<file path="config.mk">
export PLATFORM = sky130hd
export DESIGN_NAME = pwrbtn_override_top
export DESIGN_NICKNAME = d
export VERILOG_FILES = /design/src/rtl/pbo_pkg.sv /design/src/rtl/pbo_rst_sync.sv /design/src/rtl/pbo_edge_sync.sv /design/src/rtl/pbo_hold_timer.sv /design/src/rtl/pbo_flags.sv /design/src/rtl/pwrbtn_override_top.sv
export SDC_FILE = /design/constraint.sdc
export NUM_CORES = 1
export LEC_CHECK = 0
export BUFFER_PORTS_ARGS = -buffer_cell sky130_fd_sc_hd__buf_4
export CORE_AREA = 5 5 53 55
export CTS_CLUSTER_DIAMETER = 150
export DETAILED_ROUTE_END_ITERATION = 12
export DIE_AREA = 0 0 58 60
export PLACE_DENSITY = 0.78
export REMOVE_ABC_BUFFERS = 1
export SLEW_MARGIN = 20
export SYNTH_ARGS = -nofsm -noshare
export SYNTH_HDL_FRONTEND = slang
export SYNTH_SLANG_ARGS = --single-unit
</file>
<file path="constraint.sdc">
create_clock -name clk -period 0.9 [get_ports clk]
set_input_delay 0.045 -clock clk [delete_from_list [all_inputs] [get_ports clk]]
set_output_delay 0.045 -clock clk [all_outputs]
set_load 0.03 [all_outputs]
</file>
<file path="src/rtl/pbo_pkg.sv">
package pbo_pkg;
  localparam int unsigned WR_W       = 2;
  localparam int unsigned WR_BTN_BIT = 0;
  localparam int unsigned WR_OVR_BIT = 1;
  localparam int unsigned SYNC_DEPTH = 2;
endpackage

</file>
<file path="src/rtl/pbo_rst_sync.sv">
module pbo_rst_sync (
  input  logic clk,
  input  logic arst_n,
  output logic srst_n
);
  logic [1:0] stage_q;

  always_ff @(posedge clk or negedge arst_n) begin
    if (!arst_n) stage_q <= 2'b00;
    else         stage_q <= {stage_q[0], 1'b1};
  end

  assign srst_n = stage_q[1];
endmodule

</file>
<file path="src/rtl/pbo_edge_sync.sv">
module pbo_edge_sync #(
  parameter int unsigned DEPTH    = pbo_pkg::SYNC_DEPTH,
  parameter logic        IDLE_VAL = 1'b1
) (
  input  logic clk,
  input  logic rst_n,
  input  logic async_i,
  output logic level_o,
  output logic fall_o,
  output logic rise_o
);
  logic [DEPTH-1:0] sync_q, sync_d;
  logic             prev_q;

  always_comb begin
    sync_d = {sync_q[DEPTH-2:0], async_i};
  end

  always_ff @(posedge clk or negedge rst_n) begin
    if (!rst_n) begin
      sync_q <= {DEPTH{IDLE_VAL}};
      prev_q <= IDLE_VAL;
    end else begin
      sync_q <= sync_d;
      prev_q <= sync_q[DEPTH-1];
    end
  end

  assign level_o = sync_q[DEPTH-1];
  assign fall_o  = prev_q & ~sync_q[DEPTH-1];
  assign rise_o  = ~prev_q & sync_q[DEPTH-1];
endmodule

</file>
<file path="src/rtl/pbo_hold_timer.sv">
module pbo_hold_timer #(
  parameter int unsigned TICKS_PER_SEC = 1000,
  parameter int unsigned HOLD_SECS     = 4
) (
  input  logic clk,
  input  logic rst_n,
  input  logic held_i,
  output logic fire_o
);
  localparam int unsigned PW = (TICKS_PER_SEC > 1) ? $clog2(TICKS_PER_SEC) : 1;
  localparam int unsigned SW = $clog2(HOLD_SECS + 1);
  localparam logic [PW-1:0] PRE_LAST = PW'(TICKS_PER_SEC - 1);
  localparam logic [SW-1:0] SEC_LAST = SW'(HOLD_SECS - 1);

  logic [PW-1:0] pre_q, pre_d;
  logic [SW-1:0] sec_q, sec_d;
  logic          done_q, done_d;
  logic          tick;
  logic          cnt_en;

  assign cnt_en = held_i & ~done_q;
  assign tick   = cnt_en & (pre_q == PRE_LAST);
  assign fire_o = tick & (sec_q == SEC_LAST);

  always_comb begin
    pre_d  = pre_q;
    sec_d  = sec_q;
    done_d = done_q;
    if (!held_i) begin
      pre_d  = '0;
      sec_d  = '0;
      done_d = 1'b0;
    end else if (cnt_en) begin
      pre_d = tick ? '0 : pre_q + 1'b1;
      if (tick) sec_d = sec_q + 1'b1;
      if (fire_o) done_d = 1'b1;
    end
  end

  always_ff @(posedge clk or negedge rst_n) begin
    if (!rst_n) begin
      pre_q  <= '0;
      sec_q  <= '0;
      done_q <= 1'b0;
    end else begin
      pre_q  <= pre_d;
      sec_q  <= sec_d;
      done_q <= done_d;
    end
  end

  p_fire_single_r6: assert property (@(posedge clk) disable iff (!rst_n)
    fire_o |=> !fire_o);
  p_fire_needs_hold_r7: assert property (@(posedge clk) disable iff (!rst_n)
    fire_o |-> held_i);
endmodule

</file>
<file path="src/rtl/pbo_flags.sv">
module pbo_flags (
  input  logic                   clk,
  input  logic                   rst_n,
  input  logic                   aon_rst_n,
  input  logic                   press_i,
  input  logic                   ovr_evt_i,
  input  logic                   wr_en_i,
  input  logic [pbo_pkg::WR_W-1:0] wr_data_i,
  input  logic                   wake_i,
  output logic                   btn_sts_o,
  output logic                   ovr_sts_o,
  output logic                   force_s5_o,
  output logic                   wake_mask_o,
  output logic                   btn_wake_o
);
  import pbo_pkg::*;

  logic btn_q, btn_d;
  logic ovr_q, ovr_d;
  logic s5_q, s5_d;
  logic mask_q, mask_d;
  logic wk_q, wk_d;
  logic clr_btn, clr_ovr;

  assign clr_btn = wr_en_i & wr_data_i[WR_BTN_BIT];
  assign clr_ovr = wr_en_i & wr_data_i[WR_OVR_BIT];

  always_comb begin
    btn_d = btn_q;
    if (ovr_evt_i)    btn_d = 1'b0;
    else if (press_i) btn_d = 1'b1;
    else if (clr_btn) btn_d = 1'b0;

    ovr_d = ovr_q;
    if (ovr_evt_i)    ovr_d = 1'b1;
    else if (clr_ovr) ovr_d = 1'b0;

    mask_d = mask_q;
    if (ovr_evt_i)   mask_d = 1'b1;
    else if (wake_i) mask_d = 1'b0;

    s5_d = ovr_evt_i;
    wk_d = press_i;
  end

  always_ff @(posedge clk or negedge rst_n) begin
    if (!rst_n) begin
      btn_q  <= 1'b0;
      s5_q   <= 1'b0;
      mask_q <= 1'b0;
      wk_q   <= 1'b0;
    end else begin
      btn_q  <= btn_d;
      s5_q   <= s5_d;
      mask_q <= mask_d;
      wk_q   <= wk_d;
    end
  end

  always_ff @(posedge clk or negedge aon_rst_n) begin
    if (!aon_rst_n) ovr_q <= 1'b0;
    else            ovr_q <= ovr_d;
  end

  assign btn_sts_o   = btn_q;
  assign ovr_sts_o   = ovr_q;
  assign force_s5_o  = s5_q;
  assign wake_mask_o = mask_q;
  assign btn_wake_o  = wk_q;

  p_press_sets_r2: assert property (@(posedge clk) disable iff (!rst_n)
    (press_i && !ovr_evt_i) |=> btn_sts_o);
  p_w1c_btn_r4: assert property (@(posedge clk) disable iff (!rst_n)
    (clr_btn && !press_i) |=> !btn_sts_o);
  p_ovr_clears_btn_r8: assert property (@(posedge clk) disable iff (!rst_n || !aon_rst_n)
    ovr_evt_i |=> (!btn_sts_o && ovr_sts_o));
  p_s5_with_ovr_r6: assert property (@(posedge clk) disable iff (!rst_n || !aon_rst_n)
    force_s5_o |-> ovr_sts_o);
  p_mask_hold_r9: assert property (@(posedge clk) disable iff (!rst_n)
    (wake_mask_o && !wake_i) |=> wake_mask_o);
endmodule

</file>
<file path="src/rtl/pwrbtn_override_top.sv">
module pwrbtn_override_top #(
  parameter int unsigned TICKS_PER_SEC = 1000,
  parameter int unsigned HOLD_SECS     = 4
) (
  input  logic       clk,
  input  logic       rst_n,
  input  logic       rtc_rst_n,
  input  logic       btn_n_i,
  input  logic       therm_trip_i,
  input  logic       wr_en_i,
  input  logic [1:0] wr_data_i,
  input  logic       wake_i,
  output logic       btn_sts_o,
  output logic       ovr_sts_o,
  output logic       force_s5_o,
  output logic       wake_mask_o,
  output logic       btn_wake_o
);
  logic main_rst_n, aon_rst_n;
  logic btn_lvl, btn_fall, btn_rise_unused;
  logic th_lvl_unused, th_fall_unused, th_rise;
  logic hold_fire, ovr_evt;

  pbo_rst_sync u_main_rst (.clk(clk), .arst_n(rst_n),     .srst_n(main_rst_n));
  pbo_rst_sync u_aon_rst  (.clk(clk), .arst_n(rtc_rst_n), .srst_n(aon_rst_n));

  pbo_edge_sync #(.IDLE_VAL(1'b1)) u_btn_sync (
    .clk(clk), .rst_n(main_rst_n), .async_i(btn_n_i),
    .level_o(btn_lvl), .fall_o(btn_fall), .rise_o(btn_rise_unused)
  );

  pbo_edge_sync #(.IDLE_VAL(1'b0)) u_th_sync (
    .clk(clk), .rst_n(main_rst_n), .async_i(therm_trip_i),
    .level_o(th_lvl_unused), .fall_o(th_fall_unused), .rise_o(th_rise)
  );

  pbo_hold_timer #(.TICKS_PER_SEC(TICKS_PER_SEC), .HOLD_SECS(HOLD_SECS)) u_timer (
    .clk(clk), .rst_n(main_rst_n), .held_i(~btn_lvl), .fire_o(hold_fire)
  );

  assign ovr_evt = hold_fire | th_rise;

  pbo_flags u_flags (
    .clk(clk), .rst_n(main_rst_n), .aon_rst_n(aon_rst_n),
    .press_i(btn_fall), .ovr_evt_i(ovr_evt),
    .wr_en_i(wr_en_i), .wr_data_i(wr_data_i), .wake_i(wake_i),
    .btn_sts_o(btn_sts_o), .ovr_sts_o(ovr_sts_o), .force_s5_o(force_s5_o),
    .wake_mask_o(wake_mask_o), .btn_wake_o(btn_wake_o)
  );
endmodule

</file>
* Word-level counts from Yosys, hierarchy flattened *
Cells that the tools add are included.

operators by class
  add/subtract/negate cells = 2
  equal/unequal tests = 2
  mux-type cells = 16
  bitwise gates (word level) = 11
  reduce and logical (&&, ||, !) cells = 8

operators by type and width
  kind                     count
  $mux W10                 3
  $add A10 B1 Y10 const B  1
  $eq A10 B10 Y1 const B   1
  $mux W1                  10
  $reduce_bool A2 Y1       5
  $mux W3                  3
  $and A1 B1 Y1            7
  $reduce_and A2 Y1        2
  $add A3 B1 Y3 const B    1
  $eq A3 B2 Y1 const B     1
  $not A1 Y1               3
  $reduce_bool A3 Y1       1
  $or A1 B1 Y1             1

storage, ports and cells
  bits in registers = 29
  input bits = 9
  output and inout bits = 5
  word-level logic and storage cells = 53

* Logic depth before layout (Yosys ltp) *
Gate-level depths: netlist of run 1.

  word-level depth = 7
  gate-level depth with buffers = 6
  gate-level depth less buffers = 6

* Modules after synthesis *
From an unflattened synthesis of run 1, not the netlist that was laid out.

second synthesis, totals
  cells, all modules = 111
  area, all modules = 1308.8 sq um

by module, submodules not included
  module                      times used  cells an instance  area each (sq um)  seq. area each (sq um)
  pbo_hold_timer              1           81                 843.3              350.3
  pbo_flags                   1           12                 163.9              125.1
  pbo_rst_sync                2           3                  53.8               50.0
  pbo_edge_sync (u_btn_sync)  1           5                  93.8               78.8
  pbo_edge_sync (u_th_sync)   1           5                  90.1               75.1
  pwrbtn_override_top         1           2                  10.0               0.0

* Worst setup path before layout of run 1 *
Ideal clock, no wire load.

  kind = register -> register
  start point = register u_timer.pre_q[3]
  end point = register u_timer.sec_q[2]
  library setup time = 125 ps
  data arrival time = 1747 ps
  required time = 775 ps
  slack = -972 ps
  cell stages (with the launch flop) = 6
  buffers on the path = 1
  period minus slack after synthesis = 1872 ps
  cells stage by stage = dfrtp_1 -> or4b_4 -> or4_4 -> nand2b_2 -> buf_6 -> o22ai_1

between the ends
  cells in the longest elaborated chain, start to end = 4

RTL lines
  element                              RTL line              text
  start: declaration                   pbo_hold_timer.sv:15  logic [PW-1:0] pre_q, pre_d;
  start signal: assignment             pbo_hold_timer.sv:46  pre_q <= pre_d;
  $eq A10 B10 Y1                       pbo_hold_timer.sv:22  assign tick = cnt_en & (pre_q == PRE_LAST);
  $and A1 B1 Y1                        pbo_hold_timer.sv:22
  $reduce_bool A2 Y1 (no source line)  --
  $reduce_and A2 Y1 (no source line)   --
  end signal: assignment               pbo_hold_timer.sv:43  sec_q <= '0;
  end signal: assignment               pbo_hold_timer.sv:47  sec_q <= sec_d;
  end: declaration                     pbo_hold_timer.sv:16  logic [SW-1:0] sec_q, sec_d;

No other way between the ends.
A chain may end at the register's enable or synchronous reset.

* Final worst setup path of run 1 *
  start point = register u_timer.done_q
  end point = register u_timer.sec_q[2]

between the ends
  cells in the longest elaborated chain, start to end = 5

RTL lines
  element                               RTL line              text
  start: declaration                    pbo_hold_timer.sv:17  logic done_q, done_d;
  start signal: assignment              pbo_hold_timer.sv:48  done_q <= done_d;
  $not A1 Y1 *                          pbo_hold_timer.sv:21  assign cnt_en = held_i & ~done_q;
  $and A1 B1 Y1 *                       pbo_hold_timer.sv:21
  $and A1 B1 Y1                         pbo_hold_timer.sv:22
  $reduce_bool A2 Y1 (no source line)   --
  $reduce_and A2 Y1 (no source line) *  --

Mark *: on every way between the ends. The rest lies on a longest branch, timed or not.

==> qor.yml, run 1 <==
post-route-drc-count: 0
first_pass_iters: 4
cp_num_buf_inv: 1
violations: "hold timing, setup timing"
post-place-cells: 163
vias: 994
grt.total_usage_pct: 18.6
crit_cells: 4
initial_core_util_pct: 49.9
ys_seq_elements: 29
cp_top_family: "simple AND/OR/NAND/NOR gates"
setup_viol: 23
overflow: 0
slowest_delay_ps: 590
hpwlAfterDp_um: 1610
drive_above_1_share_pct: 39.2
cts_buffer_depth: 2
yosys_warnings: 0
core_area_mm2: 0.00234
synthesis.area_mm2: 0.00117
path_class: "flip-flop to flip-flop"
ys.flop_type: "dfrtp_1"
place_congestion: 0.838
layout.nets: 164
cts_tree: "done"
vias_per_cell: 5.43
detail-route-antenna-nets: 0
most-common-layout-cells: "31 x buf_4, 26 x dfrtp_1, 13 x nand2_1"
post_synth_inst_count: 101
antenna_found_initial: 0
boundaryPins: 14
cp.required_ps: 1150
hold_violations: 1
syn_to_final_growth_pct: 46.0
ys_seq_area_share_pct: 62.4
clk_latency_ps: 330
cts_made_buffers: 5
cts_max_level: 2
setup_slack_ps: -962
hp-class: "flip-flop to async pin"
holdWs_ps: -15.1
drv_slew: 0
finalWirelength_um: 2890
crit_slowest_cell: "or4_4"
synth_edf_count: 0
dpl_cell_area_mm2: 0.00144
cp-end-kind: "flip-flop"
final.min_clock_period_ps: 1860
grt_pass1_wl_um: 4620
avgSynthCellArea_um2: 11.6
path_max_fanout: 4
async_flop_share_pct: 100
die_h_um: 60
leakage_nw: 0.815
cts.sinks: 29
final.setup_skew_ps: 17.3
antenna-diode-count: 0
final_common_cell: "buf_4"
rsz0062_at_grt: "yes"
die_area_mm2: 0.00348
dieWidth_um: 58
max_freq_ghz: 0.537
yosysTopAreaCellShare_pct: 55.6
cap_violations: 0
outcome: "complete, but fails checks"
cts_root_buffer: "clkbuf_4"
io_buffers: 13
rows: 18
power_density_mw_per_mm2: 1610
r2r_cells: 4
stdcell_area_mm2: 0.00171
yosysUniqueCellTypes: 33
crit_arrival_ps: 2110
synth_area_leader_cell: "dfrtp_1"
irDropWorstVdd_mv: 1.37
fin_cells: 183
drt_iter0_markers: 30
yosys-top-cells-area: "dfrtp_1 56%, dfstp_2 6.7%, nand2_1 4.2%"
critPathLaunchType: "flip-flop"
cts.clk_slew.worst_paths_ps: 100
crit_chain: "or4b_4 -> or4_4 -> buf_6 -> o22ai_2"
fin_crit_sh_pct: 207
wl_per_cell_um: 15.8
grt_pass1_vias: 1002
grt_max_degree: 25
layout make-up:
class / instances / area [µm²]
Clock inverter: 1 / 30.0
Tap cell: 30 / 37.5
Timing Repair Buffer: 44 / 370
Sequential cell: 29 / 729
Fill cell: 157 / 634
Multi-Input combinational cell: 66 / 463
Inverter: 6 / 22.5
Clock buffer: 7 / 55.1
per-layer routing:
layer  vias to the layer above  routed length, µm  track usage (%)  share of wire (%)
li1                        446                  -                -                  -
met3                        13                151             6.26                5.2
met4                         0                 99             9.93                3.4
met2                        39               1490             31.5                 52
met1                       496               1150             20.6                 40
met5                         -                  0                0                  0
kinds of logic after synthesis:
logic type      count (synthesis)  share of synthesized area, %
simple gates                   41                          19.1
flops                          29                          62.4
compound gates                 12                          6.42
buf+inv                         8                          3.21
xor+xnor                        6                          4.49
fa+ha+maj                       3                          3.21
other cells                     1                         0.321
mux                             1                         0.856
per-stage QoR:
step / power, mW / hold WS, ps / utilization, % / setup TNS, ps / worst slack [ps]
3_3_place_gp: 1.61 / -173 / 61.6 / -15390 / -954
6_report: 2.75 / -15.1 / 72.9 / -15390 / -962
4_1_cts: 2.76 / 0.788 / 71.8 / -14650 / -940
5_1_grt: 2.85 / 3.06 / 72.9 / -16460 / -1000
3_5_place_dp: 1.62 / -171 / 61.6 / -15940 / -1000
2_1_floorplan: 1.51 / -251 / - / -14740 / -951
flip-flops by register name (all words and copies together), names as in the netlist, 2 cells and up:
name                flops
u_timer.sec_q           3
u_timer.pre_q          10
u_main_rst.stage_q      2
u_btn_sync.sync_q       2
u_aon_rst.stage_q       2
u_th_sync.sync_q        2
synth_stat cells (2+ instances only):
library cell	count
dfrtp_1	26
nor2_1	8
or3_1	2
o41ai_1	2
inv_1	6
dfstp_2	3
nand3_1	2
nand2b_1	2
nor2b_1	3
nor4_1	2
xnor2_1	4
nor3_1	2
xor2_1	2
ha_1	3
a21oi_1	3
nand2_1	13
o21ai_0	2
power breakdown:
group          internal, mW  switching (mW)  leakage, nW  total [mW]
logic                 0.134           0.140        0.401       0.274
registers              1.36          0.0258        0.368        1.38
clock network         0.663           0.433       0.0455        1.10
total                  2.16           0.598        0.815        2.75
path summary, 6_finish.rpt:
path	start	endpoint	slack, ps
setup / recovery	u_timer.done_q$_DFFE_PN0P_	u_timer.sec_q[2]$_DFFE_PN0P_	-960
hold / removal	u_aon_rst.stage_q[1]$_DFF_PN0_	u_flags.ovr_sts_o$_DFFE_PN0P_	-20
setup reg to reg	u_timer.done_q$_DFFE_PN0P_	u_timer.sec_q[2]$_DFFE_PN0P_	-960
hold reg to reg	u_aon_rst.stage_q[1]$_DFF_PN0_	u_flags.ovr_sts_o$_DFFE_PN0P_	-20
max in group asynchronous	u_main_rst.stage_q[1]$_DFF_PN0_	u_btn_sync.sync_q[1]$_DFF_PN1_	400
min in group clk	wr_data_i[0]	u_flags.btn_sts_o$_DFFE_PN0P_	60
what timing repair did:
item                                   4_1_cts  5_1_grt
pin swaps                                    6        3
setup endpoints to repair                   23       24
endpoints found under the hold margin        8        0
hold buffers                                 7        0
buffers inserted                             3        2
cloned                                       1        0
resized for setup                           14        4
Note: power is estimated with default switching activity, not from simulation.
==> inputs of run 2 (changes only) <==
Settings changed: CORE_AREA 5 5 53 55 to 5 5 51 53, DIE_AREA 0 0 58 60 to 0 0 56 58, PLACE_DENSITY 0.78 to 0.84.
Clock period 0.9 ns to 2.2 ns, I/O delays scaled along.
==> run 2 against run 1 <==
Compared with the run above:
- the flow now finishes without violations
- fmax down 6.2%
- clock power down 72%
- first-iteration DRC count down 17%
- worst setup slack better by 1200 ps
- sequential cell count unchanged
- die area down 6.7%
- final area down 18%
- critical path depth unchanged
- hold slack better by 36 ps
- routed wire length down 21%
- clock skew down 9.6 ps
- core utilization down 6.3 points
- highest routed layer unchanged
==> qor.yml, run 2 (same netlist as run 1, synthesis figures left out) <==
drive_above_1_share_pct: 22.8  # -16 points
path_class: "flip-flop to flip-flop"
cts.clk_slew.worst_paths_ps: 100  # about the same
stdcell_area_mm2: 0.00140  # -18%
largest_register_ffs: 10  # unchanged
p_sw_uw: 252  # -58%
clk_latency_ps: 330  # about the same
cp-end-kind: "flip-flop"
clkPwrFrac_pct: 32.5  # -7.3 points
fillers: 156  # -0.64%
largestRegisters: "u_timer.pre_q (10), u_timer.sec_q (3)"
most-common-layout-cells: "26 x dfrtp_1, 14 x buf_4, 13 x nand2_1"
switching_share_pct: 26.2  # +4.4 points
place_congestion: 0.813  # -2.9%
leakage_nw: 0.635  # -22%
slew_headroom_pct: 40.2
syn_to_final_growth_pct: 20.0
rsz0062_at_grt: "no"
cts_made_buffers: 5  # unchanged
p_total_uw: 963  # -65%
cts_setup_buffers: 0  # -3
final_common_cell: "dfrtp_1"
grt.total_usage_pct: 17.1  # -1.5 points
grt_max_degree: 25  # unchanged
vias: 839  # -16%
detail-route-antenna-nets: 0  # unchanged
cts_buffer_depth: 2  # unchanged
drv_slew: 0  # unchanged
io_buffers: 13  # unchanged
hpwlAfterDp_um: 1660  # +3.6%
crit_arrival_ps: 2200  # +90 ps
path_max_fanout: 9  # +5
layout.nets: 138  # -16%
power_density_mw_per_mm2: 686  # -57%
first_pass_iters: 4  # unchanged
grt_pass1_vias: 884  # -12%
cap_violations: 0  # unchanged
dpl_cell_area_mm2: 0.00130  # -10%
holdWs_ps: 20.7  # +35.7 ps
cp.required_ps: 2410  # +1260 ps
cts_max_level: 2  # unchanged
wl_per_cell_um: 14.7  # -6.9%
p_comb_share_pct: 7.5  # -2.4 points
fin_crit_sh_pct: 90.2  # -120 points
boundaryPins: 14  # unchanged
hp-class: "flip-flop to async pin"
seqPwrFrac_pct: 60.0  # +9.7 points
final.setup_skew_ps: 7.76  # -9.58 ps
drt_iter0_markers: 25  # -17%
vias_per_cell: 5.41  # -0.35%
core_area_mm2: 0.00211  # -10%
max_freq_ghz: 0.504  # -6.2%
dieWidth_um: 56  # -3.4%
worst_pin_slew_ps: 897
outcome: "completed"
tns_ps: 0  # +15390 ps
die_area_mm2: 0.00325  # -6.7%
cts.sinks: 29  # unchanged
initial_core_util_pct: 55.6  # +5.6 points
p_int_uw: 711  # -67%
hold_violations: 0  # -1
top_register: "u_timer.pre_q"
overflow: 0  # unchanged
critPathLaunchType: "flip-flop"
post-route-drc-count: 0  # unchanged
irDropWorstVdd_mv: 0.682  # -50%
cts_root_buffer: "clkbuf_4"
finalWirelength_um: 2280  # -21%
antenna_found_initial: 0  # unchanged
grt_pass1_wl_um: 4140  # -10%
final.min_clock_period_ps: 1990  # +124 ps
antenna-diode-count: 0  # unchanged
die_h_um: 58  # -3.3%
rows: 17  # -1
cts_tree: "done"
setup_viol: 0  # -100%
==> run 2: power groups by stage <==
stage | clock network, mW | registers, mW | logic [mW]
2_1_floorplan | 0 | 0.598 | 0.0193
3_3_place_gp | 0 | 0.586 | 0.0622
3_5_place_dp | 0 | 0.589 | 0.0650
4_1_cts | 0.320 | 0.578 | 0.0725
5_1_grt | 0.352 | 0.582 | 0.0788
6_report | 0.313 | 0.577 | 0.0722
==> run 2: stage by stage <==
step	worst slack [ps]	std cells	utilization [%]
4_1_cts	225	155	66.7
5_1_grt	136	155	66.7
2_1_floorplan	349	100	-
6_report	215	155	66.7
3_5_place_dp	235	142	61.7
3_3_place_gp	296	142	61.7
==> run 2: cell type report <==
class	count	area, µm²	area share [%]
multi-input combinational	65	407	29.0
inverter	6	22.5	1.60
clock buffer	5	37.5	2.67
timing repair buffer	19	155	11.1
clock inverter	3	17.5	1.25
sequential	29	729	52.0
tap	28	35.0	2.50
==> run 2: worst paths after layout <==
path / endpoint / cells after the start / slack (ps) / start
worst max-delay path: u_timer.sec_q[2]$_DFFE_PN0P_ / 4 / 210 / u_timer.done_q$_DFFE_PN0P_
worst min-delay path: u_flags.ovr_sts_o$_DFFE_PN0P_ / 0 / 20 / u_aon_rst.stage_q[1]$_DFF_PN0_
worst max register to register: u_timer.sec_q[2]$_DFFE_PN0P_ / 4 / 210 / u_timer.done_q$_DFFE_PN0P_
worst min register to register: u_flags.ovr_sts_o$_DFFE_PN0P_ / 0 / 20 / u_aon_rst.stage_q[1]$_DFF_PN0_
max in group asynchronous: u_flags.btn_sts_o$_DFFE_PN0P_ / 0 / 1280 / u_main_rst.stage_q[1]$_DFF_PN0_
min in group clk: u_flags.ovr_sts_o$_DFFE_PN0P_ / 4 / 70 / wr_data_i[1]
==> run 2: timing repair <==
item	4_1_cts	5_1_grt
hold endpoints to repair	7	0
hold buffers	5	0
gates resized for setup	0	0
==> run 2: metal layers <==
layer | GRT usage (%) | routed length, µm | vias up
met4 | 8.81 | 72 | 0
met2 | 29.2 | 1220 | 23
li1 | - | - | 393
met5 | 0 | 0 | -
met3 | 6.90 | 118 | 9
met1 | 18.3 | 872 | 414
==> run 2: critical path: stages, from the launching register on <==
cell and delay, ps:
dfrtp_1 460, or4b_4 570, or4_4 560, nand2b_2 170
o22ai_1 110
